==> src/rtl/mkv_pkg.sv <==
package mkv_pkg;
  typedef enum logic [0:0] {
    WK_IDLE = 1'b0,
    WK_EMIT = 1'b1
  } walk_state_e;
endpackage

==> src/rtl/mkv_table.sv <==
module mkv_table #(
  parameter int ADDR_W  = 16,
  parameter int IDX_W   = 2,
  parameter int BREADTH = 2,
  localparam int CNT_W  = $clog2(BREADTH + 1)
) (
  input  logic                            clk,
  input  logic                            rst_n,
  input  logic                            wr_en,
  input  logic [ADDR_W-1:0]               wr_key,
  input  logic [ADDR_W-1:0]               wr_succ,
  input  logic [ADDR_W-1:0]               rd_key,
  output logic                            rd_hit,
  output logic [CNT_W-1:0]                rd_cnt,
  output logic [BREADTH-1:0][ADDR_W-1:0]  rd_succ
);
  localparam int ENTRIES = 1 << IDX_W;
  localparam int TAG_W   = ADDR_W - IDX_W;

  logic [ENTRIES-1:0]               vld_q;
  logic [TAG_W-1:0]                 tag_q  [ENTRIES];
  logic [CNT_W-1:0]                 cnt_q  [ENTRIES];
  logic [BREADTH-1:0][ADDR_W-1:0]   succ_q [ENTRIES];

  logic [IDX_W-1:0]                 w_idx;
  logic [TAG_W-1:0]                 w_tag;
  logic                             same;
  logic                             found;
  logic [CNT_W-1:0]                 fpos;
  logic [CNT_W-1:0]                 lim;
  logic [CNT_W-1:0]                 cur_cnt;
  logic [BREADTH-1:0][ADDR_W-1:0]   cur_succ;
  logic [BREADTH-1:0][ADDR_W-1:0]   new_succ;
  logic [CNT_W-1:0]                 new_cnt;
  logic [IDX_W-1:0]                 r_idx;

  // training: compute the updated entry for the written key
  always_comb begin
    w_idx    = wr_key[IDX_W-1:0];
    w_tag    = wr_key[ADDR_W-1:IDX_W];
    cur_cnt  = cnt_q[w_idx];
    cur_succ = succ_q[w_idx];
    same     = vld_q[w_idx] && (tag_q[w_idx] == w_tag);
    found    = 1'b0;
    fpos     = '0;
    for (int i = 0; i < BREADTH; i++) begin
      if (!found && (CNT_W'(i) < cur_cnt) && (cur_succ[i] == wr_succ)) begin
        found = 1'b1;
        fpos  = CNT_W'(i);
      end
    end
    if (!same)                           lim = '0;
    else if (found)                      lim = fpos;
    else if (cur_cnt == CNT_W'(BREADTH)) lim = CNT_W'(BREADTH - 1);
    else                                 lim = cur_cnt;
    new_succ    = cur_succ;
    new_succ[0] = wr_succ;
    for (int i = 1; i < BREADTH; i++) begin
      if (CNT_W'(i) <= lim) new_succ[i] = cur_succ[i-1];
    end
    if (!same)                                          new_cnt = CNT_W'(1);
    else if (found || (cur_cnt == CNT_W'(BREADTH)))     new_cnt = cur_cnt;
    else                                                new_cnt = cur_cnt + 1'b1;
  end

  always_ff @(posedge clk or negedge rst_n) begin
    if (!rst_n)     vld_q        <= '0;
    else if (wr_en) vld_q[w_idx] <= 1'b1;
  end

  always_ff @(posedge clk) begin
    if (wr_en) begin
      tag_q[w_idx]  <= w_tag;
      cnt_q[w_idx]  <= new_cnt;
      succ_q[w_idx] <= new_succ;
    end
  end

  // lookup port
  always_comb begin
    r_idx   = rd_key[IDX_W-1:0];
    rd_hit  = vld_q[r_idx] && (tag_q[r_idx] == rd_key[ADDR_W-1:IDX_W]);
    rd_cnt  = cnt_q[r_idx];
    rd_succ = succ_q[r_idx];
  end
endmodule

==> src/rtl/mkv_walker.sv <==
module mkv_walker
  import mkv_pkg::*;
#(
  parameter int ADDR_W  = 16,
  parameter int BREADTH = 2,
  parameter int DEPTH   = 3,
  localparam int CNT_W  = $clog2(BREADTH + 1)
) (
  input  logic                            clk,
  input  logic                            rst_n,
  input  logic                            miss_valid,
  output logic                            miss_ready,
  input  logic [ADDR_W-1:0]               miss_addr,
  output logic                            pf_valid,
  input  logic                            pf_ready,
  output logic [ADDR_W-1:0]               pf_addr,
  output logic                            tr_en,
  output logic [ADDR_W-1:0]               tr_key,
  output logic [ADDR_W-1:0]               tr_succ,
  output logic [ADDR_W-1:0]               lk_key,
  input  logic                            lk_hit,
  input  logic [CNT_W-1:0]                lk_cnt,
  input  logic [BREADTH-1:0][ADDR_W-1:0]  lk_succ
);
  localparam int LVL_W  = (DEPTH > 1)   ? $clog2(DEPTH)   : 1;
  localparam int SLOT_W = (BREADTH > 1) ? $clog2(BREADTH) : 1;

  walk_state_e         state_q, state_d;
  logic [ADDR_W-1:0]   look_q, look_d;
  logic [ADDR_W-1:0]   prev_q, prev_d;
  logic                prevv_q, prevv_d;
  logic [LVL_W-1:0]    lvl_q, lvl_d;
  logic [SLOT_W-1:0]   slot_q, slot_d;
  logic                accept;
  logic                last_slot;
  logic                last_lvl;

  always_comb begin
    miss_ready = (state_q == WK_IDLE);
    accept     = miss_valid && miss_ready;
    tr_en      = accept && prevv_q;
    tr_key     = prev_q;
    tr_succ    = miss_addr;
    lk_key     = look_q;
    pf_valid   = (state_q == WK_EMIT) && lk_hit;
    pf_addr    = lk_succ[slot_q];
    last_slot  = (lvl_q != '0) || ((CNT_W'(slot_q) + CNT_W'(1)) == lk_cnt);
    last_lvl   = (lvl_q == LVL_W'(DEPTH - 1));

    state_d = state_q;
    look_d  = look_q;
    prev_d  = prev_q;
    prevv_d = prevv_q;
    lvl_d   = lvl_q;
    slot_d  = slot_q;
    case (state_q)
      WK_IDLE: begin
        if (accept) begin
          state_d = WK_EMIT;
          look_d  = miss_addr;
          prev_d  = miss_addr;
          prevv_d = 1'b1;
          lvl_d   = '0;
          slot_d  = '0;
        end
      end
      default: begin
        if (!lk_hit) begin
          state_d = WK_IDLE;
        end else if (pf_ready) begin
          if (!last_slot) begin
            slot_d = slot_q + 1'b1;
          end else if (last_lvl) begin
            state_d = WK_IDLE;
          end else begin
            look_d = lk_succ[0];
            lvl_d  = lvl_q + 1'b1;
            slot_d = '0;
          end
        end
      end
    endcase
  end

  always_ff @(posedge clk or negedge rst_n) begin
    if (!rst_n) begin
      state_q <= WK_IDLE;
      look_q  <= '0;
      prev_q  <= '0;
      prevv_q <= 1'b0;
      lvl_q   <= '0;
      slot_q  <= '0;
    end else begin
      state_q <= state_d;
      look_q  <= look_d;
      prev_q  <= prev_d;
      prevv_q <= prevv_d;
      lvl_q   <= lvl_d;
      slot_q  <= slot_d;
    end
  end
endmodule

==> src/rtl/markov_prefetcher.sv <==
module markov_prefetcher #(
  parameter int ADDR_W  = 16,
  parameter int IDX_W   = 2,
  parameter int BREADTH = 2,
  parameter int DEPTH   = 3
) (
  input  logic              clk,
  input  logic              rst_n,
  input  logic              miss_valid,
  output logic              miss_ready,
  input  logic [ADDR_W-1:0] miss_addr,
  output logic              pf_valid,
  input  logic              pf_ready,
  output logic [ADDR_W-1:0] pf_addr
);
  localparam int CNT_W = $clog2(BREADTH + 1);

  logic                            tr_en;
  logic [ADDR_W-1:0]               tr_key;
  logic [ADDR_W-1:0]               tr_succ;
  logic [ADDR_W-1:0]               lk_key;
  logic                            lk_hit;
  logic [CNT_W-1:0]                lk_cnt;
  logic [BREADTH-1:0][ADDR_W-1:0]  lk_succ;

  mkv_table #(.ADDR_W(ADDR_W), .IDX_W(IDX_W), .BREADTH(BREADTH)) u_table (
    .clk     (clk),
    .rst_n   (rst_n),
    .wr_en   (tr_en),
    .wr_key  (tr_key),
    .wr_succ (tr_succ),
    .rd_key  (lk_key),
    .rd_hit  (lk_hit),
    .rd_cnt  (lk_cnt),
    .rd_succ (lk_succ)
  );

  mkv_walker #(.ADDR_W(ADDR_W), .BREADTH(BREADTH), .DEPTH(DEPTH)) u_walker (
    .clk        (clk),
    .rst_n      (rst_n),
    .miss_valid (miss_valid),
    .miss_ready (miss_ready),
    .miss_addr  (miss_addr),
    .pf_valid   (pf_valid),
    .pf_ready   (pf_ready),
    .pf_addr    (pf_addr),
    .tr_en      (tr_en),
    .tr_key     (tr_key),
    .tr_succ    (tr_succ),
    .lk_key     (lk_key),
    .lk_hit     (lk_hit),
    .lk_cnt     (lk_cnt),
    .lk_succ    (lk_succ)
  );
endmodule

==> config.mk <==
export PLATFORM = sky130hd
export DESIGN_NAME = markov_prefetcher
export DESIGN_NICKNAME = d
export VERILOG_FILES = /design/src/rtl/mkv_pkg.sv /design/src/rtl/mkv_table.sv /design/src/rtl/mkv_walker.sv /design/src/rtl/markov_prefetcher.sv
export SDC_FILE = /design/constraint.sdc
export NUM_CORES = 1
export LEC_CHECK = 0
export BUFFER_PORTS_ARGS = -buffer_cell sky130_fd_sc_hd__buf_2
export CAP_MARGIN = 20
export CORE_MARGIN = 2
export CORE_UTILIZATION = 46
export DETAILED_ROUTE_END_ITERATION = 7
export MAX_ROUTING_LAYER = met4
export PLACE_DENSITY_LB_ADDON = 0.1
export SETUP_SLACK_MARGIN = 0.2
export SLEW_MARGIN = 20
export SYNTH_ARGS = -nofsm -noshare
export SYNTH_HDL_FRONTEND = slang
export SYNTH_HIERARCHICAL = 1
export SYNTH_SLANG_ARGS = --single-unit
==> constraint.sdc <==
create_clock -name clk -period 9.2 [get_ports clk]
set_input_delay 0.92 -clock clk [delete_from_list [all_inputs] [get_ports clk]]
set_output_delay 0.92 -clock clk [all_outputs]
set_load 0.05 [all_outputs]
-- Word level (Yosys, flattened, before mapping)
Memory sizes are Yosys's and may differ from the RTL's.
Cells that the tools add are included.
- register bits after elaboration: 41
- RAM bits: 192
- input port bits: 20
- output and inout port bits: 18
- word-level logic and storage cells: 95
- memories: 3
- $add $sub $neg: 4
- $lt $le $gt $ge: 7
- equality and inequality tests: 12
- muxes and demuxes: 43
- bitwise gates (word level): 2
- reductions and logical operators: 17
- memories (memory ; words ; bits a word ; read ports ; clocked after Yosys merged registers in ; write ports ; line ; text):
    u_table.succ_q ; 4 ; 32 ; 2 ; 0 ; 1 ; mkv_table.sv:23 ; logic [BREADTH-1:0][ADDR_W-1:0] succ_q [ENTRIES];
    u_table.tag_q ; 4 ; 14 ; 2 ; 0 ; 1 ; mkv_table.sv:21 ; logic [TAG_W-1:0] tag_q [ENTRIES];
    u_table.cnt_q ; 4 ; 2 ; 2 ; 0 ; 1 ; mkv_table.sv:22 ; logic [CNT_W-1:0] cnt_q [ENTRIES];
- operators with widths (cell ; count):
    16-bit two-way mux ; 9
    16-bit equality test ; 2
    14-bit equality test ; 2
    2-bit two-way mux ; 11
    1-bit two-way mux ; 20
    1-bit logical AND ; 9
    2-bit by 3-bit less-than comparator with 1-bit output (second input constant) ; 2
    2-bit != test (second input constant) ; 3
    5-bit AND reduction ; 1
    2-bit by 1-bit adder with 2-bit output (second input constant) ; 2
    1-bit binary-select mux with 2-bit select ; 2
    2-bit equality test (second input constant) ; 2
    1-bit by 2-bit less-than comparator with 1-bit output (first input constant) ; 2
    4-bit bitwise OR ; 1
    4-bit AND reduction ; 1
    2-bit nonzero test ; 2
    3-bit != test (second input constant) ; 1
    1-bit by 1-bit adder with 2-bit output (second input constant) ; 1
    1-bit demux with 2-bit select ; 1
    2-bit equality test ; 1
    2-bit by 1-bit greater-or-equal comparator with 1-bit output (second input constant) ; 1
    1-bit by 2-bit less-or-equal comparator with 1-bit output (first input constant) ; 1
    1-bit logical OR ; 2
    1-bit by 2-bit less-than comparator with 1-bit output (second input constant) ; 1
    other kinds (5) ; 5

-- Logic depth before layout (Yosys ltp)
Gate-level depths: netlist of the first run.
An unclocked memory read counts as a cell.
- depth in word-level cells: 12
- mapped depth: 12
- depth with buffers taken out: 8

-- By module
The synthesis of the first run kept the hierarchy.
- by module, submodules not included (module ; instances ; cells an instance ; area each (sq um)):
    mkv_table ; 1 ; 471 ; 9470.3
    mkv_walker ; 1 ; 174 ; 2030.7

-- Worst setup path before layout of the first run
Ideal clock, no wire load.
- kind: input port to flip-flop
- start point: input miss_valid
- end point: register u_table.vld_q[0]
- setup time: 86 ps
- arrival: 5525 ps
- data required time: 9114 ps
- setup slack: 3589 ps
- stages: 6
- buffers on the path: 2
- path through: nand2_1 buf_2 buf_2 nor2_1 nor3b_1 or2_2
- longest elaborated chain between the ends: 2
- RTL lines (item ; line ; text):
    from (decl) ; markov_prefetcher.sv:9 ; input logic miss_valid,
    1-bit logical AND ; mkv_walker.sv:40 ; accept = miss_valid && miss_ready;
    1-bit logical AND ; mkv_walker.sv:41 ; tr_en = accept && prevv_q;
    via tr_en ; markov_prefetcher.sv:18 ; logic tr_en;
    to (signal assigned) ; mkv_table.sv:67 ; if (!rst_n) vld_q <= '0;
    to (signal, indexed assignment) ; mkv_table.sv:68 ; else if (wr_en) vld_q[w_idx] <= 1'b1;
    to (decl) ; mkv_table.sv:20 ; logic [ENTRIES-1:0] vld_q;
The timed path passes the listed nets, and every way through them passes these cells.
A chain may end at the register's enable or synchronous reset.

-- Final worst setup path of the first run
- start point: register u_walker.look_q[0] (netlist: u_walker/lk_key[0])
- end point: output pf_valid
- longest elaborated chain between the ends: 4
- elaborated cells on any way between the ends: 6
- RTL lines (item ; line ; text):
    from (decl) ; mkv_walker.sv:29 ; logic [ADDR_W-1:0] look_q, look_d;
    from (signal assigned) ; mkv_walker.sv:95 ; look_q <= look_d;
    memory read 4 x 14 bit or 1-bit binary-select mux with 2-bit select (tied branches) ; n/a ;
    14-bit equality test or 1-bit two-way mux (tied branches) ; mkv_table.sv:82 ; rd_hit = vld_q[r_idx] && (tag_q[r_idx] == rd_key[ADDR_W-1:IDX_W]);
    1-bit logical AND (*) ; mkv_table.sv:82 ;
    via lk_hit ; markov_prefetcher.sv:22 ; logic lk_hit;
    1-bit logical AND (*) ; mkv_walker.sv:45 ; pf_valid = (state_q == WK_EMIT) && lk_hit;
    to (decl) ; markov_prefetcher.sv:12 ; output logic pf_valid,
Mark *: on every way through the listed nets, which the timed path passes. The rest lies on a longest branch. The select of a mux whose other input is x is not followed.

==> results of run 1 <==
==> flip-flops by register name (all words and copies together) (netlist names) <==
name              count
u_walker/tr_key      16
u_walker/lk_key      16
u_walker/state_q      1
u_table/cnt_q         8
u_table/tag_q        56
u_table/vld_q         4
u_walker/prevv_q      1
u_walker/lvl_q        2
u_table/succ_q      128
u_walker/slot_q       1
==> critical path, stage by stage (launching register included) <==
cell and delay (ns):
dfrtp_4 0.63, buf_4 0.72, mux4_2 0.61, xnor2_1 0.17
nand4_1 0.18, nor4_1 0.40, and2_1 0.25, buf_2 0.29
==> placed cells by master (no fill, tap or decap), types with 14 or more instances in the layout <==
master,instances
edfxtp_1,192
mux4_2,93
xnor2_1,52
mux2_2,38
dfrtp_1,37
buf_2,36
mux2i_1,30
clkbuf_16,26
nand3_1,24
buf_4,14
==> cell families (layout without fill, tap and decap cells) <==
| family | Yosys count | count (layout) | share of synthesized area |
|---|---|---|---|
| DFF | 233 | 233 | 0.591 |
| muxes | 171 | 171 | 0.258 |
| and+or+nand+nor | 79 | 79 | 0.0406 |
| buffers and inverters | 61 | 106 | 0.0357 |
| xor gates and xnor gates | 60 | 60 | 0.0463 |
| AOI/OAI and AO/OA | 35 | 35 | 0.0219 |
| adders and majority gates | 6 | 6 | 0.00653 |
==> how the worst max path moves through the flow <==
stage,from,cells past startpoint,slack (ns),end
3_5_place_dp,u_walker/tr_key[0]$_DFFE_PN0P_,8,4.77,u_table/succ_q[3][31]$_DFFE_PP_
6_report,u_walker/lk_key[0]$_DFFE_PN0P_,7,4.49,pf_valid
3_3_place_gp,u_walker/tr_key[0]$_DFFE_PN0P_,8,4.83,u_table/succ_q[1][31]$_DFFE_PP_
2_1_floorplan,miss_valid,6,3.59,u_table/vld_q[0]$_DFFE_PN0P_
5_1_grt,u_walker/lk_key[0]$_DFFE_PN0P_,7,4.11,pf_valid
4_1_cts,u_walker/lk_key[0]$_DFFE_PN0P_,7,4.36,pf_valid
==> where the power goes <==
group / leakage [nW] / switching (mW) / total [mW] / internal, mW
combinational: 1.61 / 0.343 / 0.615 / 0.273
clock: 0.404 / 0.407 / 0.990 / 0.583
sequential: 2.22 / 0.0629 / 1.31 / 1.24
==> final cells by class <==
| class | instances | share of cell area |
|---|---|---|
| inverters | 8 | 0.00237 |
| well taps | 324 | 0.0320 |
| repair buffers | 50 | 0.0225 |
| clock buffers | 39 | 0.0584 |
| flip-flops and latches | 233 | 0.537 |
| clock inverters | 9 | 0.00652 |
| multi-input cells | 351 | 0.341 |
==> per-layer routing <==
| metal | up-vias | track usage | share of wire |
|---|---|---|---|
| met3 | 35 | 0.0329 | 0.055 |
| met5 | - | - | 0 |
| met1 | 3231 | 0.305 | 0.44 |
| met4 | 0 | 0.0430 | 0.015 |
| li1 | 2642 | - | - |
| met2 | 168 | 0.354 | 0.49 |
==> metrics by stage <==
step | setup WS [ns] | cells | util | hold WS [ns] | power, mW
floorplan | 3.59 | 645 | - | 0.415 | 1.79
global placement | 4.83 | 966 | 0.484 | 0.429 | 1.95
detailed placement | 4.77 | 966 | 0.484 | 0.440 | 1.95
CTS | 4.36 | 1014 | 0.518 | 0.456 | 2.95
global route | 4.11 | 1014 | 0.518 | 0.414 | 3.03
finish | 4.49 | 1014 | 0.518 | 0.378 | 2.91
==> metrics.txt, run 1 <==
status=complete, no violations; final setup violation count=0; Nets=about 700; clock skew=0.0162 ns; setup tns final=0 ns; fmax=212 MHz; post-synth top area cell=edfxtp_1; Max Cap Viol=0; netlist area before placement=11,500 µm²; clock sinks=233; synth unique cells=51; Layout area overhead=10.1%; Critical Path AT=3.79 ns; CTS buffer count=26; Rel. slew slack=0.316; Slew Limit Fails=0; WL per Instance=26.8 µm; PortBufs=37; Via-to-Cell Ratio=5.99; Residual DRC=0; CP Capture Type=output pin; layout cells sized above 1=0.374; Ys Warns=6; share of the synthesized area in the top cell type=0.501; Avg Cell Area, Syn=17.8 µm²; DRT iter0 DRCs=425; clock latency on the worst-skew pair=0.53 ns; post-synthesis sequential area ratio=0.591; worst endpoint required time=about 8.3 ns; row count=57; Syn Inst Count=645; H-tree depth=1; routed via count=roughly 6,100; io pins=38; area occupied by multi-input gates=4320 µm²; Chip Height=162 µm; core area=roughly 24,000 µm²; R2R cell count=8; Placed Area=11,800 µm²; Hold Crit Class=input port to asynchronous set/reset pin; maximum vdd drop=151 µV; Initial Utilization=0.470; Syn Nets=between 600 and 700; fillers=between 1,500 and 2,000; top post-synthesis cells by count=edfxtp_1 (192), mux4_2 (93), xnor2_1 (52); CP max FO=37; GRT Util Overall=0.220; post-CTS setup buffer count=0; Synth Flop Type=edfxtp_1; grt ovf=0; most frequent cell after synthesis=edfxtp_1; gpl congestion=0.782; Crit Path Category=flop to output pin; Worst R2R Start=u_walker/tr_key[0]$_DFFE_PN0P_; min Tclk post-route=4.71 ns; Hold Violations, Final=0; total wire length=27.2 mm; power density over the cells=230 nW/µm²; FF/Latch Area=6800 µm²; largest net degree at the start of global routing=60; P_leak=4.23 nW; Clock transition at path regs=0.06 ns; CTS resizes=0; Final Instance Area=12,700 µm²; worst-case clock buffer depth=3; post-synthesis register bit count=about 230; Setup crit start kind=flop; Pre-antenna DRT Iters=5; Slew @ Worst Pin=1.03 ns; Final HPWL DP=16.9 mm; # hold bufs at CTS=0; # diodes=0; number of synthesized flops with an enable pin=192; CTS root buf=clkbuf_16; CTS tree=done; Tcrit/Tclk final=0.512; die area=approximately 26,000 µm²; global-route wire length before repair=41.7 mm; initial antenna violation count=0; die span in x=between 150 and 200 µm; Routed Antenna Nets=0; Reg2Reg Capture Point=u_table/succ_q[3][31]$_DFFE_PP_; Post-synth ARST share=0.176; largest cells by area after synthesis=edfxtp_1 (50%), mux4_2 (18%), dfrtp_1 (8.9%); unrepaired setup endpoints after global routing=no; FF-to-FF setup slack=4.87 ns; vias in the first global route=6,713
(Power assumes the default switching activity.)
==> run 2: changes to the inputs <==
--- a/config.mk
+++ b/config.mk
@@ -5,6 +5,7 @@
 export SDC_FILE = /design/constraint.sdc
 export NUM_CORES = 1
 export LEC_CHECK = 0
+export ABC_AREA = 1
 export BUFFER_PORTS_ARGS = -buffer_cell sky130_fd_sc_hd__buf_2
 export CAP_MARGIN = 20
 export CORE_MARGIN = 2
==> constraint.sdc (replaced) <==
create_clock -name clk -period 4.15 [get_ports clk]
set_input_delay 0.415 -clock clk [delete_from_list [all_inputs] [get_ports clk]]
set_output_delay 0.415 -clock clk [all_outputs]
set_load 0.05 [all_outputs]
==> run 2 against run 1 <==
Against the previous run: combinational power grew to 3.0 times the previous value; synthesized area increased by 8.2%; final cell count is 87% higher; worst setup slack got worse by 4.1 ns; register-to-register slack worse by 4.2 ns; die area increased by 8.0%; hold slack worse by 0.25 ns; synthesized cell count increased by 140%; critical path type unchanged; critical endpoint is now pf_addr[6]; largest cell class unchanged.
==> metrics.txt, run 2 <==
unrepaired setup endpoints after global routing=no (unchanged); Max Cap Viol=0 (unchanged); Reg2Reg Capture Point=u_table/succ_q[0][17]$_DFFE_PP_ (was u_table/succ_q[3][31]$_DFFE_PP_); CTS buffer count=27 (was 26); fmax=268 MHz; Worst R2R Start=u_walker/tr_key[0]$_DFFE_PN0P_ (unchanged); Final Instance Area=13,900 µm² (was 12,700 µm²); Tcrit/Tclk final=0.898; post-synth top area cell=edfxtp_1 (unchanged); GRT Util Overall=0.270 (was 0.220); Ys Warns=6 (unchanged); maximum vdd drop=324 µV (was 151 µV); # diodes=0 (unchanged); Slowest-stage cell, CP=buf_4 (unchanged); Largest regs=u_table/succ_q: 128 flops, u_table/tag_q: 56 flops (unchanged); status=complete, no violations (unchanged); global-route wire length before repair=56.8 mm (was 41.7 mm); Placed Area=12,900 µm² (was 11,800 µm²); Slew Limit Fails=0 (unchanged); Hold Violations, Final=0 (unchanged); PortBufs=37 (unchanged); Initial Utilization=0.466 (was 0.470); Synth Flop Type=edfxtp_1 (unchanged); sw frac=0.339 (was 0.279); routed via count=10,432 (was 6,076); largest cells by area after synthesis=edfxtp_1 (46%), nand2_1 (18%), dfrtp_1 (8.2%) (was edfxtp_1 (50%), mux4_2 (18%), dfrtp_1 (8.9%)); fillers=2,515 (was 1,983); min Tclk post-route=about 3.7 ns; Cell Int Power=4.76 mW (was 2.10 mW); Via-to-Cell Ratio=5.51 (was 5.99); die span in x=169 µm (was 162 µm); Clock transition at path regs=0.06 ns (about the same); most common cell after layout, fill and taps aside=nand2_1 (was edfxtp_1); Chip Height=169 µm (was 162 µm); area occupied by multi-input gates=4810 µm² (was 4320 µm²); most frequent cell after synthesis=nand2_1 (was edfxtp_1); CTS tree=done (unchanged); post-synthesis register bit count=233 (unchanged); Setup crit end=pf_addr[6] (was pf_valid); Residual DRC=0 (unchanged); CTS root buf=clkbuf_16 (unchanged); post-CTS setup buffer count=0 (unchanged); top post-synthesis cells by count=nand2_1 (605), edfxtp_1 (192), o21ai_0 (140) (was edfxtp_1 (192), mux4_2 (93), xnor2_1 (52)); number of synthesized flops with an enable pin=192 (unchanged); clock skew=0.0174 ns (was 0.0162 ns); die area=28,400 µm² (was 26,300 µm²); layout cells sized above 1=0.0825 (was 0.374); DRT iter0 DRCs=1,079 (was 425); Nets=1,557 (was 696); P_leak=6.14 nW (was 4.23 nW); pre-CTS worst setup slack=0.716 ns (was 4.77 ns); worst endpoint required time=3.73 ns (was 8.28 ns); largest net degree at the start of global routing=83 (was 60); gpl congestion=0.864 (was 0.782); CP max FO=76 (was 37); Post-synth ARST share=0.176 (unchanged); Syn Nets=1,549 (was 671); CP Capture Type=output pin (unchanged); Crit Path Category=flop to output pin (unchanged); FF-to-FF setup slack=0.65 ns (was 4.87 ns); final setup violation count=0 (unchanged); P_sw=2.44 mW (was 0.813 mW); Avg Cell Area, Syn=8.17 µm² (was 17.8 µm²); Hold Crit Class=input port to flop (was input port to asynchronous set/reset pin); FF/Latch Area=6790 µm² (was 6800 µm²); worst setup path start=u_walker/lk_key[0]$_DFFE_PN0P_ (unchanged); grt ovf=0 (unchanged); io pins=38 (unchanged); vias in the first global route=9,651 (was 6,713); CP max stage delay=0.72 ns (about the same); netlist area before placement=12,400 µm² (was 11,500 µm²); setup tns final=0 ns (unchanged); final setup margin=0.423 ns (was 4.49 ns); row count=60 (was 57); max FFs per register=128 (unchanged); synth unique cells=38 (was 51); fin cells=1,893 (was 1,014); R2R cell count=17 (was 8); Biggest register=u_table/succ_q (unchanged); crit-path cells=clkinv_2 -> buf_4 -> o21ai_0 -> o21ai_0 -> nand2_1 -> nand2_1 -> buf_2 (was buf_4 -> mux4_2 -> xnor2_1 -> nand4_1 -> nor4_1 -> and2_1 -> buf_2); WL per Instance=19.7 µm (was 26.8 µm); initial antenna violation count=0 (unchanged); Routed Antenna Nets=0 (unchanged); most frequent cells in the layout=nand2_1 (605), edfxtp_1 (192), o21ai_0 (140) (was edfxtp_1 (192), mux4_2 (93), xnor2_1 (52)); Final HPWL DP=23.7 mm (was 16.9 mm); post-synthesis sequential area ratio=0.546 (was 0.591); share of the synthesized area in the top cell type=0.463 (was 0.501); Pre-antenna DRT Iters=6 (was 5); clock power share=0.345 (was 0.340); Slew @ Worst Pin=0.789 ns (was 1.03 ns); Critical Path AT=3.31 ns (was 3.79 ns); Placed Instances=1,842 (was 966); clock sinks=233 (unchanged); total wire length=37.3 mm (was 27.2 mm); total power=7.20 mW (was 2.91 mW); Comb pwr share=0.255 (was 0.211); Syn Inst Count=1,523 (was 645); power density over the cells=520 nW/µm² (was 230 nW/µm²); Rel. slew slack=0.474 (was 0.316); Layout area overhead=11.3% (was 10.1%); H-tree depth=1 (unchanged); sequential share of power=0.400 (was 0.449); WHS Path Cells=4; worst-case clock buffer depth=3 (unchanged); core area=26,700 µm² (was 24,500 µm²); Setup crit start kind=flop (unchanged); clock latency on the worst-skew pair=0.56 ns (was 0.53 ns)
## run 2: cell count changes in the layout (fill, tap and decap cells not counted), sizes merged, moves of 30 or more
cell	change
nand3	+69
mux2i	-30
nand2	+599
mux4	-93
o21ai	+121
mux2	-48
nor2	+121
inv	+96
xnor2	-51
a21oi	+51
## run 2: final cells by class
type,instances,share of cell area
sequential,233,0.490
timing repair buffer,69,0.0357
clock buffer,33,0.0511
inverter,106,0.0290
clock inverter,17,0.0158
multi-input combinational,1094,0.347
tap,341,0.0308
## run 2: per-layer routing
layer	share of wire	track usage	routed length [µm]
met2	0.47	0.430	17500
met1	0.42	0.356	15700
met5	0	-	0
met4	0.032	0.0855	1190
met3	0.080	0.0437	2990
## run 2: cells by family (layout without fill, tap and decap cells)
family	Yosys count	after routing	share of synthesized area
simple gates	841	841	0.270
compound gates	241	241	0.104
flops	233	233	0.546
buf+inv	196	225	0.0707
fa+ha+maj	6	6	0.00603
xor+xnor	6	6	0.00422
## run 2: power by group through the flow
stage	Clock, mW	Combinational (mW)	Sequential (mW)
2_1_floorplan	0	1.30	2.86
3_3_place_gp	0	1.80	2.92
3_5_place_dp	0	1.82	2.92
4_1_cts	2.53	1.83	2.88
5_1_grt	2.62	2.01	2.90
6_report	2.49	1.84	2.88
## run 2: through the flow
| stage | hold slack [ns] | util |
|---|---|---|
| after floorplan | 0.119 | - |
| after global placement | 0.441 | 0.483 |
| after detailed placement | 0.445 | 0.483 |
| after CTS | 0.114 | 0.518 |
| after global routing | 0.129 | 0.518 |
| final | 0.131 | 0.518 |
## run 2: worst max-delay path: cells and delay by family, from the launching register on
kind / cells / cell delay, ns
and+or+nand+nor: 2 / 0.21
AOI/OAI and AO/OA: 2 / 0.73
DFF: 1 / 0.41
buffers and inverters: 3 / 1.37
## run 2: worst min-delay path by stage
| stage | from | to | slack (ns) |
|---|---|---|---|
| 6_report | pf_ready | u_walker/state_q$_DFF_PN0_ | 0.13 |
| 5_1_grt | miss_addr[7] | u_table/succ_q[0][7]$_DFFE_PP_ | 0.13 |
| 4_1_cts | pf_ready | u_walker/state_q$_DFF_PN0_ | 0.11 |
| 3_5_place_dp | u_walker/prevv_q$_DFFE_PN0P_ | u_walker/prevv_q$_DFFE_PN0P_ | 0.44 |
| 3_3_place_gp | u_walker/prevv_q$_DFFE_PN0P_ | u_walker/prevv_q$_DFFE_PN0P_ | 0.44 |
| 2_1_floorplan | rst_n | u_table/vld_q[0]$_DFFE_PN0P_ | 0.12 |
## run 2: repair_timing
item	4_1_cts	5_1_grt
endpoints found under the setup margin	0	1
hold endpoints to repair	41	0
resized for setup	0	1
hold buffers	1	0
